## src/rtl/cal_pkg.sv

```systemverilog
package cal_pkg;

  typedef enum logic [2:0] {
    PH_IDLE  = 3'd0,
    PH_CMD   = 3'd1,
    PH_ADDR  = 3'd2,
    PH_MODE  = 3'd3,
    PH_DUMMY = 3'd4,
    PH_LEARN = 3'd5,
    PH_DATA  = 3'd6
  } ph_e;

  // Limit a raw length into [lo, hi].
  function automatic int unsigned clamp_len(int unsigned raw, int unsigned lo, int unsigned hi);
    if (raw < lo) return lo;
    if (raw > hi) return hi;
    return raw;
  endfunction

endpackage

```

## src/rtl/cal_seq.sv

```systemverilog
module cal_seq
  import cal_pkg::*;
#(
  parameter int CW   = 4,
  parameter int LW   = 6,
  parameter int MINP = 8,
  parameter int MAXP = 32
) (
  input  logic            clk,
  input  logic            rst,
  input  logic            start,
  input  logic            end_rd,
  input  logic [CW-1:0]   cmd_cycles,
  input  logic [CW-1:0]   addr_cycles,
  input  logic [CW-1:0]   mode_cycles,
  input  logic [CW-1:0]   dummy_cycles,
  input  logic [LW-1:0]   pat_len,
  input  logic [MAXP-1:0] pat_ref,
  output ph_e             state,
  output logic            learn_on,
  output logic            learn_last,
  output logic            ref_bit
);

  localparam int LCW = $clog2(MAXP + 1);
  localparam int KW  = (CW > LCW) ? CW : LCW;
  localparam int PIW = $clog2(MAXP);

  ph_e             st;
  logic [KW-1:0]   cnt;
  logic [CW-1:0]   c_q, a_q, m_q, d_q;
  logic [KW-1:0]   len_q;
  logic [MAXP-1:0] ref_q;

  logic [CW-1:0]   c_s, a_s, m_s, d_s;
  logic [KW-1:0]   len_s, len_live;
  ph_e             nxt_ph;
  logic [KW-1:0]   nxt_len;

  // Next phase after 'cur', skipping zero-count phases among cmd..dummy.
  function automatic ph_e step_phase(ph_e cur, logic [CW-1:0] c, logic [CW-1:0] a,
                                     logic [CW-1:0] m, logic [CW-1:0] d);
    logic [3:0] nz;
    ph_e        res;
    logic       found;
    int         idx;
    nz    = {d != '0, m != '0, a != '0, c != '0};
    idx   = int'(cur);
    res   = PH_LEARN;
    found = 1'b0;
    for (int k = 0; k < 4; k++) begin
      if (k >= idx && nz[k] && !found) begin
        res   = ph_e'(k + 1);
        found = 1'b1;
      end
    end
    return res;
  endfunction

  function automatic logic [KW-1:0] phase_len(ph_e p, logic [CW-1:0] c, logic [CW-1:0] a,
                                              logic [CW-1:0] m, logic [CW-1:0] d,
                                              logic [KW-1:0] l);
    case (p)
      PH_CMD:   return KW'(c);
      PH_ADDR:  return KW'(a);
      PH_MODE:  return KW'(m);
      PH_DUMMY: return KW'(d);
      default:  return l;
    endcase
  endfunction

  always_comb begin
    len_live = KW'(clamp_len(int'(pat_len), MINP, MAXP));
    if (st == PH_IDLE) begin
      c_s = cmd_cycles;  a_s = addr_cycles;
      m_s = mode_cycles; d_s = dummy_cycles;
      len_s = len_live;
    end else begin
      c_s = c_q; a_s = a_q; m_s = m_q; d_s = d_q;
      len_s = len_q;
    end
    nxt_ph  = step_phase(st, c_s, a_s, m_s, d_s);
    nxt_len = phase_len(nxt_ph, c_s, a_s, m_s, d_s, len_s);
  end

  always_ff @(posedge clk) begin
    if (rst) begin
      st    <= PH_IDLE;
      cnt   <= '0;
      c_q   <= '0;
      a_q   <= '0;
      m_q   <= '0;
      d_q   <= '0;
      len_q <= KW'(MINP);
      ref_q <= '0;
    end else begin
      case (st)
        PH_IDLE: begin
          if (start) begin
            c_q   <= cmd_cycles;
            a_q   <= addr_cycles;
            m_q   <= mode_cycles;
            d_q   <= dummy_cycles;
            len_q <= len_live;
            ref_q <= pat_ref;
            st    <= nxt_ph;
            cnt   <= nxt_len - KW'(1);
          end
        end
        PH_DATA: begin
          if (end_rd) st <= PH_IDLE;
        end
        default: begin
          if (cnt == '0) begin
            if (st == PH_LEARN) begin
              st <= PH_DATA;
            end else begin
              st  <= nxt_ph;
              cnt <= nxt_len - KW'(1);
            end
          end else begin
            cnt <= cnt - KW'(1);
          end
        end
      endcase
    end
  end

  assign state      = st;
  assign learn_on   = (st == PH_LEARN);
  assign learn_last = (st == PH_LEARN) && (cnt == '0);
  assign ref_bit    = ref_q[cnt[PIW-1:0]];

endmodule

```

## src/rtl/cal_lane.sv

```systemverilog
module cal_lane (
  input  logic clk,
  input  logic rst,
  input  logic learn_on,
  input  logic smp,
  input  logic ref_bit,
  output logic pass_now
);

  logic ok_q;
  logic hit;

  assign hit = (smp == ref_bit);

  always_ff @(posedge clk) begin
    if (rst || !learn_on) ok_q <= 1'b1;
    else                  ok_q <= ok_q & hit;
  end

  // Includes the current cycle so the last learn bit counts.
  assign pass_now = ok_q & hit;

endmodule

```

## src/rtl/cal_pick.sv

```systemverilog
module cal_pick #(
  parameter int NPH = 16,
  parameter int SW  = $clog2(NPH)
) (
  input  logic [NPH-1:0] pass_vec,
  output logic           any,
  output logic [SW-1:0]  sel
);

  // Centre of the longest run of ones, lowest run on ties, no wraparound.
  function automatic int centre_of_run(logic [NPH-1:0] v);
    int best_lo, best_len, run_lo, run_len;
    best_lo = 0; best_len = 0; run_lo = 0; run_len = 0;
    for (int i = 0; i < NPH; i++) begin
      if (v[i]) begin
        if (run_len == 0) run_lo = i;
        run_len++;
        if (run_len > best_len) begin
          best_len = run_len;
          best_lo  = run_lo;
        end
      end else begin
        run_len = 0;
      end
    end
    if (best_len == 0) return 0;
    return (2 * best_lo + best_len - 1) / 2;
  endfunction

  assign any = |pass_vec;
  assign sel = SW'(centre_of_run(pass_vec));

endmodule

```

## src/rtl/preamble_phase_cal.sv

```systemverilog
module preamble_phase_cal
  import cal_pkg::*;
#(
  parameter int NPH  = 16,
  parameter int MAXP = 32,
  parameter int MINP = 8,
  parameter int CW   = 4,
  parameter int LW   = 6,
  localparam int SW  = $clog2(NPH)
) (
  input  logic            clk,
  input  logic            rst,
  input  logic            start,
  input  logic            end_rd,
  input  logic [CW-1:0]   cmd_cycles,
  input  logic [CW-1:0]   addr_cycles,
  input  logic [CW-1:0]   mode_cycles,
  input  logic [CW-1:0]   dummy_cycles,
  input  logic [LW-1:0]   pat_len,
  input  logic [MAXP-1:0] pat_ref,
  input  logic [NPH-1:0]  samp_bits,
  output logic [2:0]      txn_phase,
  output logic [SW-1:0]   phase_sel,
  output logic            cal_done,
  output logic            cal_fail
);

  ph_e            state;
  logic           learn_on;
  logic           learn_last;
  logic           ref_bit;
  logic [NPH-1:0] pass_vec;
  logic           pick_any;
  logic [SW-1:0]  pick_sel;

  cal_seq #(.CW(CW), .LW(LW), .MINP(MINP), .MAXP(MAXP)) u_seq (
    .clk          (clk),
    .rst          (rst),
    .start        (start),
    .end_rd       (end_rd),
    .cmd_cycles   (cmd_cycles),
    .addr_cycles  (addr_cycles),
    .mode_cycles  (mode_cycles),
    .dummy_cycles (dummy_cycles),
    .pat_len      (pat_len),
    .pat_ref      (pat_ref),
    .state        (state),
    .learn_on     (learn_on),
    .learn_last   (learn_last),
    .ref_bit      (ref_bit)
  );

  for (genvar g = 0; g < NPH; g++) begin : g_lane
    cal_lane u_lane (
      .clk      (clk),
      .rst      (rst),
      .learn_on (learn_on),
      .smp      (samp_bits[g]),
      .ref_bit  (ref_bit),
      .pass_now (pass_vec[g])
    );
  end

  cal_pick #(.NPH(NPH), .SW(SW)) u_pick (
    .pass_vec (pass_vec),
    .any      (pick_any),
    .sel      (pick_sel)
  );

  always_ff @(posedge clk) begin
    if (rst) begin
      phase_sel <= '0;
      cal_done  <= 1'b0;
      cal_fail  <= 1'b0;
    end else begin
      cal_done <= learn_last & pick_any;
      cal_fail <= learn_last & ~pick_any;
      if (learn_last && pick_any) phase_sel <= pick_sel;
    end
  end

  assign txn_phase = state;

endmodule

```

## config.mk

```make
export PLATFORM = sky130hd
export DESIGN_NAME = preamble_phase_cal
export DESIGN_NICKNAME = d
export VERILOG_FILES = /design/src/rtl/cal_pkg.sv /design/src/rtl/cal_seq.sv /design/src/rtl/cal_lane.sv /design/src/rtl/cal_pick.sv /design/src/rtl/preamble_phase_cal.sv
export SDC_FILE = /design/constraint.sdc
export NUM_CORES = 1
export LEC_CHECK = 0
export BUFFER_PORTS_ARGS = -buffer_cell sky130_fd_sc_hd__buf_2
export CAP_MARGIN = 20
export CELL_PAD_IN_SITES_DETAIL_PLACEMENT = 1
export CELL_PAD_IN_SITES_GLOBAL_PLACEMENT = 2
export CORE_UTILIZATION = 33
export CTS_BUF_LIST = sky130_fd_sc_hd__clkbuf_8
export CTS_CLUSTER_SIZE = 10
export DETAILED_ROUTE_END_ITERATION = 16
export PLACE_DENSITY = 0.79
export SYNTH_ARGS = -nofsm -noshare
export SYNTH_HDL_FRONTEND = slang
export SYNTH_HIERARCHICAL = 1
export SYNTH_SLANG_ARGS = --single-unit
```

## constraint.sdc

```tcl
create_clock -name clk -period 31.1 [get_ports clk]
set_input_delay 4.665 -clock clk [delete_from_list [all_inputs] [get_ports clk]]
set_output_delay 4.665 -clock clk [all_outputs]
set_load 0.005 [all_outputs]
```

# --- Word-level counts from Yosys, hierarchy flattened ---
# Index checks and enable logic that the tools add are counted.
classes:
  eq_ne: 25
  bitwise: 21
  mux: 140
  reduce_logical: 41
  magnitude_cmp: 22
  multipliers: 0
  n_addsub: 20
  n_shift: 0
  n_div: 0
ops:
  columns: ["cell", "count"]
  rows:
  - ["$mux 31", 57]
  - ["$mux 32", 44]
  - ["$logic_not 32->1", 16]
  - ["$add 32x2->32 const B", 14]
  - ["$gt 32x32->1", 14]
  - ["$mux 6", 7]
  - ["$add 32x32->32", 1]
  - ["$gt 32x2->1", 1]
  - ["$sub 32x2->32 const B", 1]
  - ["$mux 3", 8]
  - ["$mux 4", 6]
  - ["$pmux 6 s4", 1]
  - ["$and 1x1->1", 19]
  - ["$eq 1x1->1", 16]
  - ["$reduce_bool 4->1", 4]
  - ["$reduce_or 16->1", 1]
  - ["$mux 1", 13]
  - ["$pmux 6 s2", 1]
  - ["$sub 6x1->6 const B", 2]
  - ["$eq 3x3->1 const B", 3]
  - ["$logic_and 1x1->1", 9]
  - ["$eq 3x2->1 const B", 2]
  - ["$ge 1x3->1 const A", 2]
  - ["$ge 2x3->1 const A", 2]
  - ["other kinds (19)", 25]
totals:
  register_bits: 85
  romBits: 0
  out_inout_bits: 9
  wordCells: 296
  latchBits: 0
  input_bits: 74
  ram_bits: 0
  mem_count: 0

# --- Logic depth before layout (Yosys ltp) ---
# Gate-level depths: netlist (run 1).
depth:
  word_depth: 56
  depth_mapped: 175
  ltp_nobuf: 164

# --- Modules after synthesis ---
# Netlist (run 1), hierarchy kept.
by_module_without_submodules:
  columns: ["module", "cells_per_inst", "seq_area_each_um2", "area_each_um2", "n_inst"]
  rows:
  - ["cal_pick", 1107, 0.0, 7410.9, 1]
  - ["cal_seq", 443, 1181.1, 3365.7, 1]
  - ["cal_lane", 5, 20.0, 48.8, 16]
  - ["preamble_phase_cal", 23, 120.1, 234.0, 1]

# --- Least setup slack after synthesis (run 1) ---
# OpenSTA, ideal clock, no wires.
synth_timing:
  kind: "input to register"
  startpoint: "input samp_bits[1]"
  endpoint: "register phase_sel[3]"
  stages: 151
  path_slack_ns: 0.857
  n_path_buf: 9
  setup_time_ns: 0.070
  arrival_ns: 30.173
  t_required_ns: 31.030
  cell_sequence: "xnor2_1 and2_2 ha_1 ha_1 and2_1 o31ai_1 ha_1 and3_1 a21oi_1 o21ai_0 nand2_1 o21ai_0 ha_1 nor2_1 o211ai_1 a211o_1 and2_1 or3_1 [... 115 more ...] nor2b_1 o21ai_0 nand2b_1 a21oi_1 nor2b_1 o21ai_0 nand2b_1 a21oi_1 nor2b_1 o21ai_0 and4b_1 ha_1 nor3b_1 xor2_1 xnor2_1 and2_1 nand3_1 a21oi_1"
synth_between:
  elab_chain_len: 51
  elab_cells_between_ends: 156
  classes_between: "add/sub: 17; order compare: 14; eq/ne: 1; mux: 105; bitwise: 2; reduce/logical: 17"
synth_lines:
  columns: ["item", "line_no", "source"]
  rows:
  - ["start, declared", "preamble_phase_cal.sv:21", "input logic [NPH-1:0] samp_bits,"]
  - ["$eq 1x1->1 (*)", "cal_lane.sv:13", "assign hit = (smp == ref_bit);"]
  - ["$and 1x1->1 (*)", "cal_lane.sv:21", "assign pass_now = ok_q & hit;"]
  - ["via pass_vec[1]", "preamble_phase_cal.sv:32", "logic [NPH-1:0] pass_vec;"]
  - ["$mux 32", "cal_pick.sv:15", "if (v[i]) begin"]
  - ["$add 32x2->32", "cal_pick.sv:17", "run_len++;"]
  - ["$gt 32x32->1", "cal_pick.sv:18", "if (run_len > best_len) begin"]
  - ["$mux 32", "cal_pick.sv:18", null]
  - ["$mux 32", "cal_pick.sv:15", null]
  - ["[... 37 more ...]", null, null]
  - ["$mux 32 / $mux 31 (equally long branches)", "cal_pick.sv:18", null]
  - ["$mux 32 / $mux 31 (equally long branches)", "cal_pick.sv:15", null]
  - ["$add 32x32->32", "cal_pick.sv:27", "return (2 * best_lo + best_len - 1) / 2;"]
  - ["$sub 32x2->32", "cal_pick.sv:27", null]
  - ["$and 1x1->1 (no source line)", null, null]
  - ["$add 4x1->4 (no source line)", null, null]
  - ["$mux 4 (*)", "cal_pick.sv:27", null]
  - ["via pick_sel[3]", "preamble_phase_cal.sv:34", "logic [SW-1:0] pick_sel;"]
  - ["end signal, assigned", "preamble_phase_cal.sv:78", "if (learn_last && pick_any) phase_sel <= pick_sel;"]
  - ["end, declared", "preamble_phase_cal.sv:23", "output logic [SW-1:0] phase_sel,"]
# Mark *: on every way through the listed nets, which the timed path passes. The rest lies on a longest branch. The select of a mux whose other input is x is not followed.
# A chain may end at the register's enable or synchronous reset.

# --- Worst setup path in the final report (run 1) ---
layout_timing:
  startpoint: "input samp_bits[0]"
  endpoint: "register phase_sel[3]"
layout_between:
  elab_chain_len: 54
  elab_cells_between_ends: 163
  classes_between: "add/sub: 18; order compare: 15; eq/ne: 1; mux: 109; bitwise: 2; reduce/logical: 18"
layout_lines:
  columns: ["item", "line_no"]
  rows:
  - ["$eq 1x1->1 (*)", "cal_lane.sv:13"]
  - ["$and 1x1->1 (*)", "cal_lane.sv:21"]
  - ["via pass_vec[0]", "preamble_phase_cal.sv:32"]
  - ["$mux 1 (*)", "cal_pick.sv:15"]
  - ["$add 1x1->2", "cal_pick.sv:17"]
  - ["$gt 32x2->1", "cal_pick.sv:18"]
  - ["$mux 32", "cal_pick.sv:18"]
  - ["$mux 32", "cal_pick.sv:15"]
  - ["[... 40 more ...]", null]
  - ["$mux 32 / $mux 31 (equally long branches)", "cal_pick.sv:18"]
  - ["$mux 32 / $mux 31 (equally long branches)", "cal_pick.sv:15"]
  - ["$add 32x32->32", "cal_pick.sv:27"]
  - ["$sub 32x2->32", "cal_pick.sv:27"]
  - ["$and 1x1->1 (no source line)", null]
  - ["$add 4x1->4 (no source line)", null]
  - ["$mux 4 (*)", "cal_pick.sv:27"]
  - ["via pick_sel[3]", "preamble_phase_cal.sv:34"]
# Marked as above.

==> out/qor.txt, run 1 <==
status -> finished, final reports clean
Crit. End Element -> register
Worst path max stage delay -> 0.49 ns
Vias/cell -> 5.52
DRT Pass-1 Iters -> 5
syn avg cell area -> 7.13 um2
routed wire length -> 39400 um
critical path's most frequent cell -> ha_1
post-synthesis cell count -> 1653
first-pass GRT wire length -> 64700 um
Netlist Area Pre-Place -> 11800 um2
P&R area growth vs syn -> 16.0%
Worst Hold Path Cells -> 2
Final Skew -> 0.0105 ns
CTS Sinks -> 81
I/O pins -> 83
top_reg_cell synth -> dfxtp_1
crit start category -> input port
Setup Crit Path Kind -> input port to register
routability cong. -> 0.892
Filler cells -> 4487
Post-synth ARST share -> 0%
Unique masters post-synth -> 121
max-cap violations -> 0
die area -> 36500 um2
post-placement cell count -> 2241
Seq cells post-synth -> 81
r2r setup slk -> 3.33 ns
Clock transition at path regs -> 0.10 ns
Crit. Startpoint -> samp_bits[0]
ant diodes -> 0
Critical Path RT -> 31.42 ns
FMAX -> 33.6 MHz
Buffers & Inverters on Critical Path -> 7
Rel. slew slack -> 35.8%
Slew Limit Fails -> 0
Residual DRC -> 0
Nets -> 2023
Critical Path Sink -> phase_sel[3]
CP Depth -> 139
Core Region -> 34900 um2
Avg WL per Cell -> 17.2 um
Worst-Margin Slew -> 0.963 ns
Worst Path Max Fanout -> 7
clock tree buffer depth -> 2
Post-CTS Hold Buffers -> 0
initial antenna violation count -> 0
HP Class -> register to register
GR Overflow Total -> 0
CTS Buf Count -> 9
CP Data Arrival Time -> 30.07 ns
Die Width -> 191 um
vias in the first global route -> 12700
buffers added on ports -> 82
Largest delay share family, worst path -> compound AO/OA/AOI/OAI gates
CTS tree -> built
initial core utilization -> 33.8%
DP HPWL -> 31000 um
R2R depth -> 144
GRT Util Overall -> 21.6%
setup_tns -> 0 ns
largest net degree at the start of global routing -> 83
Reg2Reg Launch Point -> u_seq/cnt[0]
final hold viol count -> 0
layout cells sized above 1 -> 16.1%
Finish-stage setup viols -> 0
Initial DRC Count -> 626
# rows -> 68
via count of the routed design -> 12600
R2R Path End -> phase_sel[3]
Final Cycle Share -> 95.7%
clock latency at the later pin of the worst-skew pair -> 0.39 ns
H-tree depth -> 3
clk root buf -> clkbuf_8
die height -> 191 um
number of synthesized flops with an enable pin -> 0
Slowest-stage cell, CP -> or4_1
Antenna Nets Post-Route -> 0
Non-Filler Instances -> 2288
YS warnings -> 6
register area share after synthesis -> 13.8%
final critical-path required period -> 29.75 ns
[area by class of cell]
cell class	instances	area (um2)	area share [%]
Sequential cell	81	1620	11.9
Clock inverter	7	109	0.796
Timing Repair Buffer	144	880	6.43
Inverter	102	383	2.80
Multi-Input combinational cell	1490	9990	73.1
Clock buffer	9	124	0.905
Tap cell	455	569	4.16
[metal layers]
layer	vias to the layer above	GRT usage, %	wire length, um
li1	6265	-	-
met4	0	4.65	501
met5	-	0	0
met3	42	1.85	1150
met1	6104	28.7	18800
met2	223	37.7	19000
[kinds of logic (layout without fill, tap and decap cells)]
family,after synthesis,after routing,synth area share (%)
mux,54,54,5.24
other cells,2,104,0.0637
buf+inv,184,262,6.49
simple gates,649,649,27.0
fa+ha+maj,123,123,13.1
compound gates,500,500,29.9
xor+xnor,60,60,4.52
flops,81,81,13.8
[worst min-delay path by stage]
stage | endpoint | startpoint | slack (ns)
2_1_floorplan | g_lane[0].u_lane/ok_q | g_lane[0].u_lane/ok_q | 0.43
3_5_place_dp | g_lane[3].u_lane/ok_q | g_lane[3].u_lane/ok_q | 0.44
6_report | u_seq/ref_q[12] | u_seq/ref_q[12] | 0.46
5_1_grt | u_seq/ref_q[23] | u_seq/ref_q[23] | 0.47
4_1_cts | u_seq/ref_q[3] | u_seq/ref_q[3] | 0.46
3_3_place_gp | g_lane[8].u_lane/ok_q | g_lane[8].u_lane/ok_q | 0.43
[what timing repair did]
item / in CTS / in global routing
setup buffers: 6 / 25
setup endpoints to repair: 4 / 4
pin swaps: 3 / 22
resized for setup: 7 / 55
[registers in the layout, summed over array words and instances (netlist names)]
| name | flops |
|---|---|
| cal_done | 1 |
| cal_fail | 1 |
| g_lane.u_lane/ok_q | 16 |
| phase_sel | 4 |
| u_seq/a_q | 4 |
| u_seq/cnt | 6 |
| u_seq/d_q | 4 |
| u_seq/len_q | 6 |
| u_seq/m_q | 4 |
| u_seq/ref_q | 32 |
| u_seq/state | 3 |
[tightest hold or removal path: cells and delay by family, from the launching register on]
kind	cells	cell delay, ns
AND/OR/NAND/NOR	1	0.05
AO/OA/AOI/OAI	1	0.05
flip-flops	1	0.32
[metrics by stage]
step	utilization (%)	instance area (um2)	hold WS [ns]	setup slack, ns
after floorplan	-	12200	0.427	0.857
after global routing	39.2	13700	0.472	-0.354
after CTS	38.2	13300	0.462	0.0495
after detailed placement	37.3	13000	0.445	-0.892
after global placement	37.3	13000	0.433	0.118
final	39.2	13700	0.460	1.35
[cells in the final DEF, fill, tap and decap left out, drive strengths merged, types with 10 or more instances in the layout]
cell	count
o31ai	14
inv	106
nor3	39
a211oi	21
nand2	274
and3	26
o2111ai	10
mux2	16
nand3	45
nand2b	12
xor2	12
xnor2	48
nor4	13
nor2	109
and2	43
a211o	28
o21a	11
or2	13
o211ai	19
o22ai	13
nand4	13
buf	144
nor2b	15
ha	120
dfxtp	81
a21o	22
o21ai	79
conb	104
mux2i	34
a31oi	18
a21oi	161
[synthesized netlist by cell type, types with 27 or more instances]
cell type / count / area share, %
clkbuf_1: 58 / 1.8
dfxtp_1: 81 / 14
o21ai_0: 73 / 3.1
nand3_1: 45 / 1.9
nor2_1: 104 / 3.3
a211o_1: 27 / 2.0
nand2_1: 274 / 8.7
xnor2_1: 48 / 3.6
ha_1: 120 / 13
a21oi_1: 160 / 6.8
inv_1: 102 / 3.2
mux2i_1: 32 / 2.7
and2_1: 27 / 1.4
nor3_1: 37 / 1.6
Power of run 1 is not shown: default switching activity piles up to over one toggle a cycle in this logic, so the estimate is an artifact.
==> run 2: changes to the inputs <==
--- a/config.mk
+++ b/config.mk
@@ -9,6 +9,7 @@
 export CAP_MARGIN = 20
 export CELL_PAD_IN_SITES_DETAIL_PLACEMENT = 1
 export CELL_PAD_IN_SITES_GLOBAL_PLACEMENT = 2
+export CORE_MARGIN = 2
 export CORE_UTILIZATION = 33
 export CTS_BUF_LIST = sky130_fd_sc_hd__clkbuf_8
 export CTS_CLUSTER_SIZE = 10
==> run 2 against run 1 <==
Wire length rose by 1.2%. Worst hold slack got worse by 0.0022 ns. Sequential share of layout area fell by 0.070 points. Count of clock-buffer cells in the layout rose by 1. Cell area rose by 0.59%. Worst setup slack got worse by 0.11 ns. Via count rose by 0.13%. First-iteration DRC count fell by 4.0%.
==> out/qor.txt, run 2 (synthesis gave the netlist of run 1 again) <==
GRT Util Overall -> 21.4%
# rows -> 69
status -> finished, final reports clean
layout cells sized above 1 -> 16.8%
Finish-stage setup viols -> 0
Worst Hold Path Cells -> 2
final hold viol count -> 0
die area -> 37300 um2
Reg2Reg Launch Point -> u_seq/cnt[0]
via count of the routed design -> 12700
H-tree depth -> 3
buffers added on ports -> 82
R2R Path End -> phase_sel[3]
Core Region -> 35400 um2
I/O pins -> 83
Clock transition at path regs -> 0.09 ns
Non-Filler Instances -> 2297
placed instance area -> 13000 um2
r2r setup slk -> 2.84 ns
most common cell after layout, fill and taps aside -> nand2_1
ant diodes -> 0
post-placement cell count -> 2243
critical path's most frequent cell -> ha_1
routability cong. -> 0.904
Residual DRC -> 0
Critical Path RT -> 31.42 ns
Final Cycle Share -> 96.0%
Slowest-stage cell, CP -> or4_1
Nets -> 2026
Setup Crit Path Kind -> input port to register
routed wire length -> 39900 um
die height -> 193 um
worst slack at placement -> -1.09 ns
Largest register FFs -> 32
Initial DRC Count -> 601
CTS Sinks -> 81
Crit. End Element -> register
first-pass GRT wire length -> 65300 um
Avg WL per Cell -> 17.4 um
Vias/cell -> 5.51
largest net degree at the start of global routing -> 83
most frequent cells in the layout -> nand2_1 (273), a21oi_1 (153), ha_1 (112), conb_1 (104), nor2_1 (102)
Hold Crit Start -> u_seq/ref_q[28]
Rel. slew slack -> 34.8%
crit start category -> input port
vias in the first global route -> 12700
DP HPWL -> 31200 um
clk root buf -> clkbuf_8
final worst slack -> 1.24 ns
P&R area growth vs syn -> 16.7%
Hold EP -> u_seq/ref_q[28]
Largest regs -> u_seq/ref_q x32, g_lane.u_lane/ok_q x16
clock latency at the later pin of the worst-skew pair -> 0.40 ns
Slew Limit Fails -> 0
cell area after layout -> 13800 um2
largest reg by FF count -> u_seq/ref_q
max-cap violations -> 0
Post-CTS Hold Buffers -> 0
CP Data Arrival Time -> 30.18 ns
CTS tree -> built
Die Width -> 193 um
DRT Pass-1 Iters -> 5
FMAX -> 33.5 MHz
clock tree buffer depth -> 2
initial core utilization -> 33.3%
GR Overflow Total -> 0
Final Skew -> 0.00740 ns
Worst Path Max Fanout -> 8
fin util -> 38.9%
CTS Buf Count -> 9
initial antenna violation count -> 0
Antenna Nets Post-Route -> 0
Worst path max stage delay -> 0.48 ns
R2R depth -> 144
Worst-Margin Slew -> 0.978 ns
HP Class -> register to register
final critical-path required period -> 29.86 ns
-- run 2: worst max path at each step --
stage / start / to / slack [ns]
2_1_floorplan: samp_bits[1] / phase_sel[3] / 0.86
3_3_place_gp: samp_bits[1] / phase_sel[3] / 0.11
3_5_place_dp: samp_bits[0] / phase_sel[3] / -1.09
4_1_cts: samp_bits[0] / phase_sel[3] / 0.001
5_1_grt: samp_bits[0] / phase_sel[3] / -0.19
6_report: samp_bits[0] / phase_sel[3] / 1.24
-- run 2: critical path: cells and delay by family --
kind	cells	cell delay [ns]
AOI/OAI and AO/OA	55	9.09
and+or+nand+nor	53	8.77
adders and majority gates	17	4.65
muxes	6	1.79
buffers and inverters	7	0.76
xor gates and xnor gates	3	0.45
-- run 2: cell type report --
type | count | area, um2
multi-input cells | 1491 | 10100
clock inverters | 6 | 51.3
flip-flops and latches | 81 | 1620
well taps | 461 | 577
repair buffers | 146 | 895
inverters | 102 | 383
fillers | 4562 | 21600
clock buffers | 10 | 138
-- run 2: metal layers --
layer	part of all wire [%]	vias up	global-route usage [%]
li1	-	6288	-
met1	47	6112	28.3
met5	0	-	0
met4	1.4	0	4.52
met3	2.7	41	2.17
met2	49	209	37.6
-- run 2: through the flow --
step	setup TNS (ns)	hold slack (ns)
3_5_place_dp	-3.18	0.445
5_1_grt	-0.208	0.477
3_3_place_gp	0	0.433
2_1_floorplan	0	0.427
4_1_cts	0	0.460
6_report	0	0.458
-- run 2: timing repair --
item	CTS	global route
resized for setup	14	66
pin swaps	3	22
setup buffers	7	29
endpoints found under the setup margin	4	4
cloned	1	0
Power of run 2 is left out for the same reason.
